[config.mk]
export PLATFORM = sky130hd
export DESIGN_NAME = elev_ctrl
export DESIGN_NICKNAME = d
export VERILOG_FILES = /design/src/rtl/elev_pkg.sv /design/src/rtl/elev_req.sv /design/src/rtl/elev_door.sv /design/src/rtl/elev_master.sv /design/src/rtl/elev_ctrl.sv
export SDC_FILE = /design/constraint.sdc
export NUM_CORES = 1
export LEC_CHECK = 0
export BUFFER_PORTS_ARGS = -buffer_cell sky130_fd_sc_hd__buf_2
export CORE_ASPECT_RATIO = 0.6
export CORE_MARGIN = 10
export CORE_UTILIZATION = 40
export DETAILED_ROUTE_END_ITERATION = 10
export GPL_ROUTABILITY_DRIVEN = 0
export GPL_TIMING_DRIVEN = 0
export SETUP_SLACK_MARGIN = 0.5
export SYNTH_ARGS = -nofsm -noshare
export SYNTH_HDL_FRONTEND = slang
export SYNTH_SLANG_ARGS = --single-unit
[constraint.sdc]
create_clock -name clk -period 1.25 [get_ports clk]
set_input_delay 0.125 -clock clk [delete_from_list [all_inputs] [get_ports clk]]
set_output_delay 0.125 -clock clk [all_outputs]
set_load 0.01 [all_outputs]
[src/rtl/elev_pkg.sv]
package elev_pkg;
  typedef enum logic [1:0] {
    M_PARK,
    M_RUN,
    M_DOOR
  } mstate_e;

  typedef enum logic [2:0] {
    D_IDLE,
    D_OPEN,
    D_ACC1,
    D_ACC2,
    D_ACC3,
    D_CLOSE
  } dstate_e;
endpackage

[src/rtl/elev_req.sv]
module elev_req #(
  parameter int N_FLOORS = 4
) (
  input  logic                clk,
  input  logic                rst_n,
  input  logic [N_FLOORS-2:0] hall_up_i,
  input  logic [N_FLOORS-2:0] hall_dn_i,
  input  logic [N_FLOORS-1:0] car_i,
  input  logic [N_FLOORS-1:0] clr_car_i,
  input  logic [N_FLOORS-1:0] clr_up_i,
  input  logic [N_FLOORS-1:0] clr_dn_i,
  output logic [N_FLOORS-1:0] car_q_o,
  output logic [N_FLOORS-1:0] up_q_o,
  output logic [N_FLOORS-1:0] dn_q_o
);
  logic [N_FLOORS-1:0] up_in, dn_in;
  logic [N_FLOORS-1:0] car_d, up_d, dn_d;
  logic [N_FLOORS-1:0] car_q, up_q, dn_q;

  // top floor has no up call, bottom floor no down call
  assign up_in = {1'b0, hall_up_i};
  assign dn_in = {hall_dn_i, 1'b0};

  // a clear wins over a new press at the same floor
  always_comb begin
    car_d = (car_q | car_i) & ~clr_car_i;
    up_d  = (up_q  | up_in) & ~clr_up_i;
    dn_d  = (dn_q  | dn_in) & ~clr_dn_i;
  end

  always_ff @(posedge clk or negedge rst_n) begin
    if (!rst_n) begin
      car_q <= '0;
      up_q  <= '0;
      dn_q  <= '0;
    end else begin
      car_q <= car_d;
      up_q  <= up_d;
      dn_q  <= dn_d;
    end
  end

  assign car_q_o = car_q;
  assign up_q_o  = up_q;
  assign dn_q_o  = dn_q;

  AST_NO_UP_AT_TOP: assert property (@(posedge clk) disable iff (!rst_n)
    !up_q[N_FLOORS-1] && !dn_q[0]) else $error("edge hall call latched");
endmodule

[src/rtl/elev_door.sv]
module elev_door
  import elev_pkg::*;
(
  input  logic clk,
  input  logic rst_n,
  input  logic start_i,
  output logic open_o,
  output logic done_o,
  output logic busy_o
);
  dstate_e state_q, state_d;

  always_comb begin
    state_d = state_q;
    unique case (state_q)
      D_IDLE:  if (start_i) state_d = D_OPEN;
      D_OPEN:  state_d = D_ACC1;
      D_ACC1:  state_d = D_ACC2;
      D_ACC2:  state_d = D_ACC3;
      D_ACC3:  state_d = D_CLOSE;
      D_CLOSE: state_d = D_IDLE;
      default: state_d = D_IDLE;
    endcase
  end

  always_ff @(posedge clk or negedge rst_n) begin
    if (!rst_n) state_q <= D_IDLE;
    else        state_q <= state_d;
  end

  assign open_o = (state_q == D_OPEN) || (state_q == D_ACC1) ||
                  (state_q == D_ACC2) || (state_q == D_ACC3);
  assign done_o = (state_q == D_CLOSE);
  assign busy_o = (state_q != D_IDLE);

  AST_SEQ_OPEN:  assert property (@(posedge clk) disable iff (!rst_n)
    state_q == D_OPEN |=> state_q == D_ACC1) else $error("seq");
  AST_SEQ_ACC:   assert property (@(posedge clk) disable iff (!rst_n)
    state_q == D_ACC3 |=> state_q == D_CLOSE) else $error("seq");
  AST_DONE_PULSE: assert property (@(posedge clk) disable iff (!rst_n)
    done_o |=> !done_o) else $error("done pulse");
  AST_START_IDLE: assert property (@(posedge clk) disable iff (!rst_n)
    start_i |-> state_q == D_IDLE) else $error("start while busy");
endmodule

[src/rtl/elev_master.sv]
module elev_master
  import elev_pkg::*;
#(
  parameter int N_FLOORS = 4
) (
  input  logic                clk,
  input  logic                rst_n,
  input  logic                move_tick_i,
  input  logic [N_FLOORS-1:0] car_q_i,
  input  logic [N_FLOORS-1:0] up_q_i,
  input  logic [N_FLOORS-1:0] dn_q_i,
  input  logic                door_open_i,
  input  logic                door_done_i,
  output logic                door_start_o,
  output logic [N_FLOORS-1:0] floor_oh_o,
  output logic                dir_up_o,
  output logic [N_FLOORS-1:0] clr_car_o,
  output logic [N_FLOORS-1:0] clr_up_o,
  output logic [N_FLOORS-1:0] clr_dn_o
);
  localparam int FW = (N_FLOORS > 1) ? $clog2(N_FLOORS) : 1;
  localparam logic [FW-1:0] TOP = FW'(N_FLOORS - 1);

  mstate_e       state_q, state_d;
  logic [FW-1:0] floor_q, floor_d;
  logic          dir_q, dir_d;
  logic          both_q, both_d;

  logic [N_FLOORS-1:0] here, above, below, req_all;
  logic ahead_up, ahead_dn, eff_dir, ahead_eff;
  logic here_car, here_dir_hall, here_any_hall, serve;

  // floor masks relative to the car
  always_comb begin
    for (int i = 0; i < N_FLOORS; i++) begin
      here[i]  = (FW'(i) == floor_q);
      above[i] = (FW'(i) >  floor_q);
      below[i] = (FW'(i) <  floor_q);
    end
  end

  assign req_all  = car_q_i | up_q_i | dn_q_i;
  assign ahead_up = |(req_all & above);
  assign ahead_dn = |(req_all & below);

  // direction choice: keep while work ahead, else turn toward work behind
  always_comb begin
    if (dir_q && ahead_up)        eff_dir = 1'b1;
    else if (!dir_q && ahead_dn)  eff_dir = 1'b0;
    else if (ahead_up)            eff_dir = 1'b1;
    else if (ahead_dn)            eff_dir = 1'b0;
    else                          eff_dir = dir_q;
  end

  assign ahead_eff     = eff_dir ? ahead_up : ahead_dn;
  assign here_car      = |(car_q_i & here);
  assign here_dir_hall = eff_dir ? |(up_q_i & here) : |(dn_q_i & here);
  assign here_any_hall = |((up_q_i | dn_q_i) & here);
  assign serve         = here_car || here_dir_hall || (!ahead_eff && here_any_hall);

  always_comb begin
    state_d      = state_q;
    floor_d      = floor_q;
    dir_d        = dir_q;
    both_d       = both_q;
    door_start_o = 1'b0;
    if (state_q == M_DOOR) begin
      if (door_done_i) state_d = M_RUN;
    end else begin
      dir_d = eff_dir;
      if (serve) begin
        door_start_o = 1'b1;
        both_d       = !ahead_eff;
        state_d      = M_DOOR;
      end else if (ahead_eff) begin
        state_d = M_RUN;
        if (move_tick_i) begin
          if (eff_dir && floor_q != TOP)         floor_d = floor_q + FW'(1);
          else if (!eff_dir && floor_q != '0)    floor_d = floor_q - FW'(1);
        end
      end else begin
        state_d = M_PARK;
      end
    end
  end

  always_ff @(posedge clk or negedge rst_n) begin
    if (!rst_n) begin
      state_q <= M_PARK;
      floor_q <= '0;
      dir_q   <= 1'b1;
      both_q  <= 1'b0;
    end else begin
      state_q <= state_d;
      floor_q <= floor_d;
      dir_q   <= dir_d;
      both_q  <= both_d;
    end
  end

  // clears apply while the door stands open at this floor
  always_comb begin
    clr_car_o = door_open_i ? here : '0;
    clr_up_o  = (door_open_i && (dir_q || both_q))  ? here : '0;
    clr_dn_o  = (door_open_i && (!dir_q || both_q)) ? here : '0;
  end

  assign floor_oh_o = here;
  assign dir_up_o   = dir_q;

  AST_STEP_ON_TICK: assert property (@(posedge clk) disable iff (!rst_n)
    !$stable(floor_q) |-> $past(move_tick_i)) else $error("move w/o tick");
  AST_ADJACENT: assert property (@(posedge clk) disable iff (!rst_n)
    !$stable(floor_q) |-> (floor_q == $past(floor_q) + FW'(1)) ||
                          (floor_q == $past(floor_q) - FW'(1))) else $error("jump");
  AST_NO_MOVE_STOP: assert property (@(posedge clk) disable iff (!rst_n)
    state_q == M_DOOR |=> $stable(floor_q)) else $error("moved in stop");
  AST_KEEP_UP: assert property (@(posedge clk) disable iff (!rst_n)
    (state_q != M_DOOR && dir_q && ahead_up) |=> dir_q) else $error("dir up lost");
  AST_KEEP_DN: assert property (@(posedge clk) disable iff (!rst_n)
    (state_q != M_DOOR && !dir_q && ahead_dn) |=> !dir_q) else $error("dir dn lost");
  AST_PARK_STILL: assert property (@(posedge clk) disable iff (!rst_n)
    (state_q != M_DOOR && req_all == '0) |=> $stable(floor_q) && $stable(dir_q) && !door_open_i)
    else $error("parked car changed");
endmodule

[src/rtl/elev_ctrl.sv]
module elev_ctrl #(
  parameter int N_FLOORS = 4
) (
  input  logic                clk,
  input  logic                rst_n,
  input  logic                move_tick,
  input  logic [N_FLOORS-2:0] hall_up,
  input  logic [N_FLOORS-2:0] hall_dn,
  input  logic [N_FLOORS-1:0] car_call,
  output logic [N_FLOORS-1:0] floor_oh,
  output logic                dir_up,
  output logic [N_FLOORS-1:0] door_open
);
  logic [1:0] rst_sync;
  logic       rst_int_n;

  always_ff @(posedge clk or negedge rst_n) begin
    if (!rst_n) rst_sync <= 2'b00;
    else        rst_sync <= {rst_sync[0], 1'b1};
  end
  assign rst_int_n = rst_sync[1];

  logic [N_FLOORS-1:0] car_q, up_q, dn_q, clr_car, clr_up, clr_dn, fl_oh;
  logic door_start, door_is_open, door_done, door_busy;

  elev_req #(.N_FLOORS(N_FLOORS)) u_req (
    .clk(clk), .rst_n(rst_int_n),
    .hall_up_i(hall_up), .hall_dn_i(hall_dn), .car_i(car_call),
    .clr_car_i(clr_car), .clr_up_i(clr_up), .clr_dn_i(clr_dn),
    .car_q_o(car_q), .up_q_o(up_q), .dn_q_o(dn_q)
  );

  elev_master #(.N_FLOORS(N_FLOORS)) u_master (
    .clk(clk), .rst_n(rst_int_n), .move_tick_i(move_tick),
    .car_q_i(car_q), .up_q_i(up_q), .dn_q_i(dn_q),
    .door_open_i(door_is_open), .door_done_i(door_done),
    .door_start_o(door_start), .floor_oh_o(fl_oh), .dir_up_o(dir_up),
    .clr_car_o(clr_car), .clr_up_o(clr_up), .clr_dn_o(clr_dn)
  );

  elev_door u_door (
    .clk(clk), .rst_n(rst_int_n), .start_i(door_start),
    .open_o(door_is_open), .done_o(door_done), .busy_o(door_busy)
  );

  assign floor_oh  = fl_oh;
  assign door_open = door_is_open ? fl_oh : '0;

  AST_FLOOR_ONEHOT: assert property (@(posedge clk) disable iff (!rst_int_n)
    $onehot(floor_oh)) else $error("floor code");
  AST_DOOR_ONEHOT: assert property (@(posedge clk) disable iff (!rst_int_n)
    $onehot0(door_open)) else $error("door code");
  AST_DOOR_AT_FLOOR: assert property (@(posedge clk) disable iff (!rst_int_n)
    (door_open != '0) |-> (door_open == floor_oh)) else $error("door elsewhere");
  AST_OPEN_IN_STOP: assert property (@(posedge clk) disable iff (!rst_int_n)
    (door_open != '0) |-> door_busy) else $error("door outside stop");
endmodule

After elaboration in Yosys (flattened, before gate mapping)
Index checks and enable logic that the tools add are counted.
{"block": "classes", "add_sub_neg": 2, "multipliers": 0, "div": 0, "n_lt_le_gt_ge": 8, "n_eq_ne": 12, "n_shift": 0, "muxes": 19, "bitwise": 20, "reduce_logical": 29}
{"operator": "4-bit bitwise AND", "count": 9}
{"operator": "4-bit OR reduction", "count": 6}
{"operator": "4-bit bitwise OR", "count": 5}
{"operator": "3-bit one-hot mux with 5 select lines", "count": 1}
{"operator": "4-bit 2-to-1 mux", "count": 3}
{"operator": "4-bit NOT", "count": 3}
{"operator": "2-bit 2-to-1 mux", "count": 5}
{"operator": "1-bit 2-to-1 mux", "count": 9}
{"operator": "1-bit logical AND", "count": 7}
{"operator": "1-bit logical OR", "count": 7}
{"operator": "3-bit by 2-bit == test with 1-bit output (second input constant)", "count": 2}
{"operator": "3-bit == test (second input constant)", "count": 2}
{"operator": "2-bit != test (second input constant)", "count": 3}
{"operator": "5-bit AND reduction", "count": 1}
{"operator": "2-bit == test (first input constant)", "count": 2}
{"operator": "1-bit by 2-bit greater-than comparator with 1-bit output (first input constant)", "count": 2}
{"operator": "2-bit greater-than comparator (first input constant)", "count": 2}
{"operator": "1-bit by 2-bit less-than comparator with 1-bit output (first input constant)", "count": 2}
{"operator": "2-bit less-than comparator (first input constant)", "count": 2}
{"operator": "4-bit by 3-bit bitwise OR with 4-bit output", "count": 1}
{"operator": "2-bit nonzero test", "count": 2}
{"operator": "3-bit by 1-bit == test with 1-bit output (second input constant)", "count": 1}
{"operator": "1-bit zero test", "count": 3}
{"operator": "3-bit zero test", "count": 1}
{"operator": "other kinds (8)", "count": 9}
{"block": "word_totals", "register_bits": 23, "latch_bits": 0, "ram_bits": 0, "romBits": 0, "out_inout_bits": 9, "elab_cells": 99, "mem_count": 0}

Depth between registers and ports, before layout
Gate-level depths: netlist of the first run.
{"block": "depth", "depth_word": 16, "mapped_depth": 9, "ltp_nobuf": 8}

By module
Synthesis of the first run repeated with hierarchy kept, for this count alone.
{"block": "hier_totals", "cells_unflattened": 122, "area_unflattened_um2": 1252.5}
{"mod": "elev_master", "n_inst": 1, "cells_each": 77, "area_each_um2": 605.6, "seq_area_each_um2": 151.4}
{"mod": "elev_req", "n_inst": 1, "cells_each": 24, "area_each_um2": 412.9, "seq_area_each_um2": 300.3}
{"mod": "elev_door", "n_inst": 1, "cells_each": 14, "area_each_um2": 155.1, "seq_area_each_um2": 75.1}
{"mod": "elev_ctrl", "n_inst": 1, "cells_each": 7, "area_each_um2": 78.8, "seq_area_each_um2": 50.0}

Worst setup path after synthesis of the first run
No wires, ideal clock.
{"block": "synth_path", "path_type": "register -> register", "startpoint": "register u_master.floor_q[0]", "endpoint": "register u_master.state_q[0]", "setup_time_ns": 0.092, "t_arrival_ns": 2.051, "required_ns": 1.158, "slack_ns": -0.892, "stages_incl_launch_ff": 9, "path_cell_list": "dfrtp_1 inv_1 ha_1 or2_1 o221ai_2 maj3_2 mux2i_1 nand3_1 o31ai_2"}
{"block": "synth_between", "word_cells_on_any_way": 39, "cone_classes": "order compare (8); eq/ne (3); mux (9); bitwise (6); reduce/logical (13)"}
{"item": "from (decl)", "line": "elev_master.sv:25", "source": "logic [FW-1:0] floor_q, floor_d;"}
{"item": "from (signal assigned)", "line": "elev_master.sv:95", "source": "floor_q <= floor_d;"}
{"item": "2-bit == test *", "line": "elev_master.sv:36", "source": "here[i] = (FW'(i) == floor_q);"}
{"item": "net floor_oh[2]", "line": "elev_ctrl.sv:10", "source": "output logic [N_FLOORS-1:0] floor_oh,"}
{"item": "4-bit bitwise AND", "line": "elev_master.sv:57", "source": "assign here_dir_hall = eff_dir ? |(up_q_i & here) : |(dn_q_i & here);"}
{"item": "4-bit OR reduction", "line": "elev_master.sv:57"}
{"item": "1-bit 2-to-1 mux", "line": "elev_master.sv:57"}
{"item": "1-bit logical OR", "line": "elev_master.sv:59", "source": "assign serve = here_car || here_dir_hall || (!ahead_eff && here_any_hall);"}
{"item": "1-bit logical OR *", "line": "elev_master.sv:59"}
{"item": "2-bit 2-to-1 mux *", "line": "elev_master.sv:71", "source": "if (serve) begin"}
{"item": "2-bit 2-to-1 mux *", "line": "elev_master.sv:67", "source": "if (state_q == M_DOOR) begin"}
{"item": "to (signal assigned)", "line": "elev_master.sv:94", "source": "state_q <= state_d;"}
{"item": "to (decl)", "line": "elev_master.sv:24", "source": "mstate_e state_q, state_d;"}
The timed path passes the listed nets; every way through them passes the cells marked *.
A chain may end at the register's enable or synchronous reset.

Worst setup path in the final report of the first run
{"block": "layout_path", "startpoint": "register u_master.floor_q[1]", "endpoint": "register u_master.state_q[0]"}
{"block": "layout_between", "elab_chain_cells": 13, "word_cells_on_any_way": 39, "cone_classes": "order compare (8); eq/ne (3); mux (9); bitwise (6); reduce/logical (13)"}
{"item": "1-bit by 2-bit less-than comparator with 1-bit output / 2-bit less-than comparator (equally long branches)", "line": "elev_master.sv:38", "source": "below[i] = (FW'(i) < floor_q);"}
{"item": "4-bit bitwise AND", "line": "elev_master.sv:44", "source": "assign ahead_dn = |(req_all & below);"}
{"item": "4-bit OR reduction", "line": "elev_master.sv:44"}
{"item": "1-bit 2-to-1 mux", "line": "elev_master.sv:51", "source": "else if (ahead_dn) eff_dir = 1'b0;"}
{"item": "1-bit 2-to-1 mux", "line": "elev_master.sv:50", "source": "else if (ahead_up) eff_dir = 1'b1;"}
{"item": "1-bit 2-to-1 mux", "line": "elev_master.sv:49", "source": "else if (!dir_q && ahead_dn) eff_dir = 1'b0;"}
{"item": "1-bit 2-to-1 mux", "line": "elev_master.sv:48", "source": "if (dir_q && ahead_up) eff_dir = 1'b1;"}
{"item": "1-bit 2-to-1 mux", "line": "elev_master.sv:55", "source": "assign ahead_eff = eff_dir ? ahead_up : ahead_dn;"}
{"item": "1-bit zero test", "line": "elev_master.sv:59"}
{"item": "1-bit logical AND", "line": "elev_master.sv:59"}
{"item": "1-bit logical OR", "line": "elev_master.sv:59"}
{"item": "2-bit 2-to-1 mux *", "line": "elev_master.sv:71"}
{"item": "2-bit 2-to-1 mux *", "line": "elev_master.sv:67"}
Every way passes the cells marked *; elsewhere a longest branch is shown, timed or not.

==> flow_metrics.py, run 1 <==
metrics = {
    "synthesis": {
        "number_of_enable_flip_flop_cells_after_synthesis": 0,
        "synth_top_area_share": 0.438,
        "mappedNetlistArea_um2": 1260,
        "synth_most_common_cell": "sky130_fd_sc_hd__dfrtp_1",
        "dominantRegCellSynth": "sky130_fd_sc_hd__dfrtp_1",
        "yosys_warnings": 0,
        "ys_seq_area_frac": 0.459,
        "async_flop_share": 1.00,
        "largest_cells_by_area_after_synthesis": "sky130_fd_sc_hd__dfrtp_1, sky130_fd_sc_hd__nor2_1, sky130_fd_sc_hd__ha_1, sky130_fd_sc_hd__a21oi_1, sky130_fd_sc_hd__a22oi_1",
        "synthDistinctLibCells": 42,
        "netlist.top_cell.by_area": "sky130_fd_sc_hd__dfrtp_1",
        "mappedNetlistNets": 145,
        "ys_top_cells_by_count": "sky130_fd_sc_hd__dfrtp_1, sky130_fd_sc_hd__nor2_1, sky130_fd_sc_hd__a21oi_1",
        "post_synth.cell_area_avg_um2": 9.89,
        "postSynthRegisterBits": 23,
        "synthesized_instance_count": 127,
    },
    "global_routing": {
        "grt_first_pass_wirelength_um": 6090,
        "antenna_found_initial": 0,
        "overflow": 0,
        "largest_net_degree_at_the_start_of_global_routing": 22,
        "grt_pass1_vias": 1234,
        "globalRouteTotalUtil": 0.127,
    },
    "placed_design": {
        "place_ws_ps": -905,
        "buffer_ports.inserted": 21,
        "placement.cell_area_um2": 1480,
        "dpl.hpwl_um": 2510,
        "post-place-cells": 190,
    },
    "die": {
        "design.portCount": 22,
        "die_width_um": 92.3,
        "initial_core_util": 0.426,
        "core_area_um2": 2950,
        "floorplan.rows": 15,
        "dieHeight_um": 63.4,
        "floorplan.die_area_um2": 5860,
    },
    "cts": {
        "htreeDepth": 1,
        "worst_setup_hold_path_clk_slew_ps": 90,
        "cts_buffers": 3,
        "tritoncts": "done",
        "clk_root_buffer_cell": "sky130_fd_sc_hd__clkbuf_8",
        "cts_num_sinks": 23,
        "cts-root-to-sink-buffers": 2,
        "clkLatencyLatePin_ps": 270,
    },
    "sta": {
        "drv_slew": 0,
        "time_the_final_worst_path_needs_with_i_o_delays_and_setup_ps": 2150,
        "rsz0062_at_grt": "true",
        "fin_worst_skew_ps": 2.21,
        "min_period_over_period": 1.72,
        "maxClockFrequency_mhz": 465,
        "final_critical_path_setup_slack_ps": -899,
        "setup_violations": 28,
        "finalHoldViolations": 0,
    },
    "hold_path": {
        "worstHoldPathType": "input pin to register",
    },
    "worst_setup_path": {
        "cp.arrival_ps": 2330,
        "setup.worst_path.class": "register to register",
        "worstPathCellList": "inv_4 -> ha_4 -> nand2b_4 -> o221a_4 -> maj3_2 -> mux2i_1 -> nand3_1 -> o31ai_2",
        "setup.worst_path.end_class": "register",
        "setup.reg_to_reg.worst_slack_ps": -900,
        "worstPathMaxFanout": 5,
        "setup.worst_path.start_class": "register",
        "crit_required_ps": 1430,
        "cpPeakStageDelay_ps": 480,
        "critical_path_cell_with_the_highest_stage_delay": "sky130_fd_sc_hd__dfrtp_2",
    },
    "final_layout": {
        "multi_input_comb_area_um2": 860,
        "final_net_count": 205,
        "instances_no_fill": 228,
        "fillCellCount": 221,
        "regArea_um2": 584,
        "antenna-diode-count": 0,
        "post-route-cell-area_um2": 2090,
        "final_layout_size_suffix_gt1_frac": 0.613,
        "syn_to_final_growth_pct": 66.0,
    },
    "drt": {
        "vias": 1250,
        "drtAntennaViolNets": 0,
        "detail_route.first_pass.iterations": 4,
        "drt-initial-drc-count": 44,
        "wirelength_um": 4260,
        "drc": 0,
        "avgRoutedWirePerCell_um": 18.7,
        "via_per_inst": 5.48,
    },
    "pwr": {
        "irDropWorstVdd_uv": 1340,
        "total_power_w": 0.00638,
        "pwr_density_cell_nw_per_um2": 3060,
        "total_leakage_power_nw": 0.887,
    },
    "status": {
        "run_status": "complete, but fails checks",
        "violations_in_the_final_reports": "setup timing",
    },
    "job": {
        "max_cap_violations": 0,
    },
}
[layout make-up]
class | instances | area share
clock buffer | 3 | 0.0198
tap | 42 | 0.0252
buffer | 3 | 0.0144
inverter | 5 | 0.0114
clock inverter | 1 | 0.00360
sequential | 23 | 0.280
timing repair buffer | 55 | 0.233
multi-input combinational | 96 | 0.412
[metal layers]
metal,track usage,up-vias,share of wire,routed length (um)
met5,0,-,0,0
met1,0.158,633,0.42,1790
met4,0.0364,0,0.017,73
met2,0.208,34,0.50,2120
met3,0.0343,10,0.065,278
li1,-,573,-,-
[kinds of logic after synthesis]
kind of cell	Yosys count	synth area share
simple gates	44	0.171
compound gates	39	0.238
flops	23	0.459
buf+inv	8	0.0249
fa+ha+maj	6	0.0588
xor+xnor	3	0.0209
mux	3	0.0239
other cells	1	0.00299
[timing repair]
action,4_1_cts,5_1_grt
endpoints found under the setup margin,51,30
hold buffers,1,0
buffers inserted,21,12
endpoints found under the hold margin,2,0
gates resized for setup,39,28
pin swaps,12,13
[state kept, by name (all words and copies together) (netlist names)]
| signal | flops |
|---|---|
| u_master.state_q | 2 |
| u_req.dn_q_o | 4 |
| u_master.both_q | 1 |
| rst_sync | 2 |
| u_door.state_q | 3 |
| u_req.up_q_o | 4 |
| u_master.floor_q | 2 |
| u_master.dir_up_o | 1 |
| u_req.car_q_o | 4 |
[worst paths after layout]
check                                                startpoint                               to  cells past startpoint
min in group asynchronous                                 rst_n            rst_sync[1]$_DFF_PN0_                      2
max in group asynchronous                 rst_sync[1]$_DFF_PN0_    u_door.state_q[1]$_DFFE_PN0P_                      0
worst min register to register            rst_sync[1]$_DFF_PN0_        u_req.up_q_o[1]$_DFF_PN0_                      0
worst max register to register  u_master.floor_q[1]$_DFFE_PN0P_  u_master.state_q[0]$_DFFE_PN0P_                      8
worst max-delay path            u_master.floor_q[1]$_DFFE_PN0P_  u_master.state_q[0]$_DFFE_PN0P_                      8
worst min-delay path                                car_call[3]       u_req.car_q_o[3]$_DFF_PN0_                      3
[critical path: cells and delay by family, from the launching register on]
family	cells	cell delay, ps
adder cells (fa/ha/maj)	2	510
buffers and inverters	1	70
AND/OR/NAND/NOR	2	310
multiplexers	1	170
flip-flops	1	480
AO/OA/AOI/OAI	2	520
[per-stage QoR]
stage,hold slack (ps),util,TNS [ps]
6_report,77.1,0.708,-9650
5_1_grt,80.9,0.708,-10860
4_1_cts,75.4,0.646,-7850
3_5_place_dp,-88.2,0.503,-6670
3_3_place_gp,-89.5,0.503,-5980
2_1_floorplan,-171,-,-3970
[cell usage in the layout, fill, tap and decap left out, types with 2 or more instances in the layout]
master / n
sky130_fd_sc_hd__buf_6: 22
sky130_fd_sc_hd__nor2_1: 18
sky130_fd_sc_hd__buf_4: 18
sky130_fd_sc_hd__dfrtp_1: 16
sky130_fd_sc_hd__buf_2: 13
sky130_fd_sc_hd__nand2_1: 6
sky130_fd_sc_hd__a21oi_2: 6
sky130_fd_sc_hd__dfrtp_2: 6
sky130_fd_sc_hd__and2_4: 4
sky130_fd_sc_hd__clkbuf_8: 4
sky130_fd_sc_hd__xnor2_1: 3
sky130_fd_sc_hd__inv_1: 3
sky130_fd_sc_hd__a21boi_2: 3
sky130_fd_sc_hd__nor3_2: 3
sky130_fd_sc_hd__a21oi_1: 3
sky130_fd_sc_hd__a22oi_1: 3
sky130_fd_sc_hd__a22oi_2: 3
sky130_fd_sc_hd__mux2i_1: 3
sky130_fd_sc_hd__ha_4: 3
sky130_fd_sc_hd__inv_4: 2
sky130_fd_sc_hd__o21ai_2: 2
sky130_fd_sc_hd__or2_4: 2
sky130_fd_sc_hd__o21a_4: 2
sky130_fd_sc_hd__o21ai_0: 2
sky130_fd_sc_hd__buf_12: 2
[power breakdown]
group	switching (W)	leakage, nW	total, W	internal, W
Combinational	0.00194	0.615	0.00443	0.00249
Sequential	0.000422	0.250	0.00145	0.00102
Clock	0.000272	0.0217	0.000499	0.000226
Note: power is estimated with default switching activity, not from simulation.
==> run 2: changes to the inputs <==
--- a/config.mk
+++ b/config.mk
@@ -6,12 +6,14 @@
 export NUM_CORES = 1
 export LEC_CHECK = 0
 export BUFFER_PORTS_ARGS = -buffer_cell sky130_fd_sc_hd__buf_2
+export CAP_MARGIN = 20
 export CORE_ASPECT_RATIO = 0.6
 export CORE_MARGIN = 10
 export CORE_UTILIZATION = 40
 export DETAILED_ROUTE_END_ITERATION = 10
 export GPL_ROUTABILITY_DRIVEN = 0
 export GPL_TIMING_DRIVEN = 0
+export PLACE_DENSITY_LB_ADDON = 0.2
 export SETUP_SLACK_MARGIN = 0.5
 export SYNTH_ARGS = -nofsm -noshare
 export SYNTH_HDL_FRONTEND = slang
==> run 2 against run 1 <==
  * The flow still finishes with violations (setup timing)
  * Via count down 0.56%
  * Sequential share of layout area up 0.28 points
  * Critical path depth is 2 higher
  * Global-route usage increased by 1.5 points
  * Sequential power barely moved
  * Die area unchanged
  * Fmax shrank 0.60%
  * Cell count down 3.1%
  * Critical endpoint is now u_master.floor_q[1]$_DFFE_PN0P_
  * Largest cell class unchanged
==> flow_metrics.py, run 2 (synthesis results as in run 1) <==
metrics = {
    "status": {
        "run_status": "complete, but fails checks",
        "violations_in_the_final_reports": "setup timing",
    },
    "pwr": {
        "total_power_w": 0.00617,
        "irDropWorstVdd_uv": 1330,
        "total_leakage_power_nw": 0.864,
        "pwr_density_cell_nw_per_um2": 3010,
    },
    "cts": {
        "tritoncts": "done",
        "cts_buffers": 3,
        "worst_setup_hold_path_clk_slew_ps": 100,
        "clk_root_buffer_cell": "sky130_fd_sc_hd__clkbuf_8",
        "htreeDepth": 1,
        "cts-root-to-sink-buffers": 2,
        "clkLatencyLatePin_ps": 280,
        "cts_num_sinks": 23,
    },
    "sta": {
        "rsz0062_at_grt": "true",
        "maxClockFrequency_mhz": 463,
        "fin_worst_skew_ps": 7.49,
        "min_period_over_period": 1.73,
        "finalHoldViolations": 0,
        "time_the_final_worst_path_needs_with_i_o_delays_and_setup_ps": 2160,
        "setup_violations": 27,
        "drv_slew": 0,
        "final_critical_path_setup_slack_ps": -912,
    },
    "worst_setup_path": {
        "timing.critical_path.mode_cell": "sky130_fd_sc_hd__buf_6",
        "worstPathCellList": "inv_4 -> ha_4 -> buf_6 -> a22oi_2 -> nand2_1 -> a21o_4 -> a211oi_4 -> buf_6 -> nand2_4 -> mux2i_1",
        "critical_path_cell_with_the_highest_stage_delay": "sky130_fd_sc_hd__dfrtp_2",
        "cpPeakStageDelay_ps": 490,
        "crit_required_ps": 1410,
        "setup.worst_path.class": "register to register",
        "worstPathMaxFanout": 10,
        "cp.arrival_ps": 2320,
        "setup.worst_path.end_class": "register",
        "setup.worst_path.start_class": "register",
        "setup.reg_to_reg.worst_slack_ps": -910,
    },
    "placed_design": {
        "place_ws_ps": -957,
        "buffer_ports.inserted": 21,
        "dpl.hpwl_um": 2510,
    },
    "global_routing": {
        "antenna_found_initial": 0,
        "grt_pass1_vias": 1297,
        "largest_net_degree_at_the_start_of_global_routing": 22,
        "overflow": 0,
        "grt_first_pass_wirelength_um": 6630,
        "globalRouteTotalUtil": 0.141,
    },
    "final_layout": {
        "antenna-diode-count": 0,
        "utilization": 0.696,
        "final_layout_size_suffix_gt1_frac": 0.615,
        "layout.cells.most_common": "sky130_fd_sc_hd__buf_6",
        "most-common-layout-cells": "sky130_fd_sc_hd__buf_6, sky130_fd_sc_hd__dfrtp_1, sky130_fd_sc_hd__nor2_1",
        "final_net_count": 198,
        "syn_to_final_growth_pct": 63.3,
    },
    "die": {
        "initial_core_util": 0.426,
        "core_area_um2": 2950,
        "floorplan.rows": 15,
        "design.portCount": 22,
        "floorplan.die_area_um2": 5860,
        "dieHeight_um": 63.4,
        "die_width_um": 92.3,
    },
    "drt": {
        "avgRoutedWirePerCell_um": 20.0,
        "drc": 0,
        "detail_route.first_pass.iterations": 4,
        "drt-initial-drc-count": 108,
        "wirelength_um": 4430,
        "vias": 1243,
        "via_per_inst": 5.62,
        "drtAntennaViolNets": 0,
    },
    "hold_path": {
        "worstHoldPathType": "input pin to register",
    },
    "job": {
        "max_cap_violations": 0,
    },
}
[run 2: layout make-up]
cell class	instances	area, um2
fillers	229	895
inverters	5	23.8
flip-flops and latches	23	581
repair buffers	48	419
clock inverters	1	7.51
clock buffers	3	41.3
well taps	42	52.6
multi-input cells	96	897
plain buffers	3	30.0
[run 2: what timing repair did]
item / in CTS / in global routing
hold buffers: 1 / 0
hold endpoints to repair: 2 / 0
resized for setup: 53 / 20
pin swaps: 28 / 4
setup endpoints to repair: 51 / 30
setup buffers: 19 / 7
[run 2: critical path, delay by kind of cell, from the launching register on]
kind / cells / cell delay [ps]
AO/OA/AOI/OAI: 3 / 690
adder cells (fa/ha/maj): 1 / 170
AND/OR/NAND/NOR: 2 / 180
buffers and inverters: 3 / 380
flip-flops: 1 / 490
multiplexers: 1 / 120
[run 2: power by group]
part	switching [W]	leakage (nW)	internal, W
combinational	0.00201	0.589	0.00222
sequential	0.000423	0.254	0.00102
clock	0.000281	0.0217	0.000227
total	0.00271	0.864	0.00346
[run 2: final timing paths]
| path | startpoint | to | depth (start not counted) |
|---|---|---|---|
| setup / recovery | u_master.floor_q[0]$_DFFE_PN0P_ | u_master.floor_q[1]$_DFFE_PN0P_ | 10 |
| hold / removal | car_call[3] | u_req.car_q_o[3]$_DFF_PN0_ | 3 |
| setup reg to reg | u_master.floor_q[0]$_DFFE_PN0P_ | u_master.floor_q[1]$_DFFE_PN0P_ | 10 |
| hold reg to reg | rst_sync[1]$_DFF_PN0_ | u_door.state_q[1]$_DFFE_PN0P_ | 0 |
| max in group asynchronous | rst_sync[1]$_DFF_PN0_ | u_master.floor_q[0]$_DFFE_PN0P_ | 0 |
| min in group asynchronous | rst_n | rst_sync[1]$_DFF_PN0_ | 2 |
[run 2: metal layers]
metal	vias to the layer above	part of all wire	GRT usage	wire length (um)
met5	-	0	0	0
met2	63	0.50	0.220	2220
met1	607	0.39	0.171	1710
met3	16	0.070	0.0473	311
met4	0	0.041	0.0690	180
li1	557	-	-	-
[run 2: through the flow]
| stage | hold WS [ps] | cells | TNS, ps | instance area, um2 |
|---|---|---|---|---|
| finish | 84.0 | 221 | -10650 | 2050 |
| floorplan | -171 | 127 | -3970 | 1330 |
| detailed placement | -88.9 | 190 | -7060 | 1480 |
| global placement | -90.4 | 190 | -6020 | 1480 |
| CTS | 71.1 | 214 | -8600 | 1920 |
| global route | 79.5 | 221 | -12070 | 2050 |
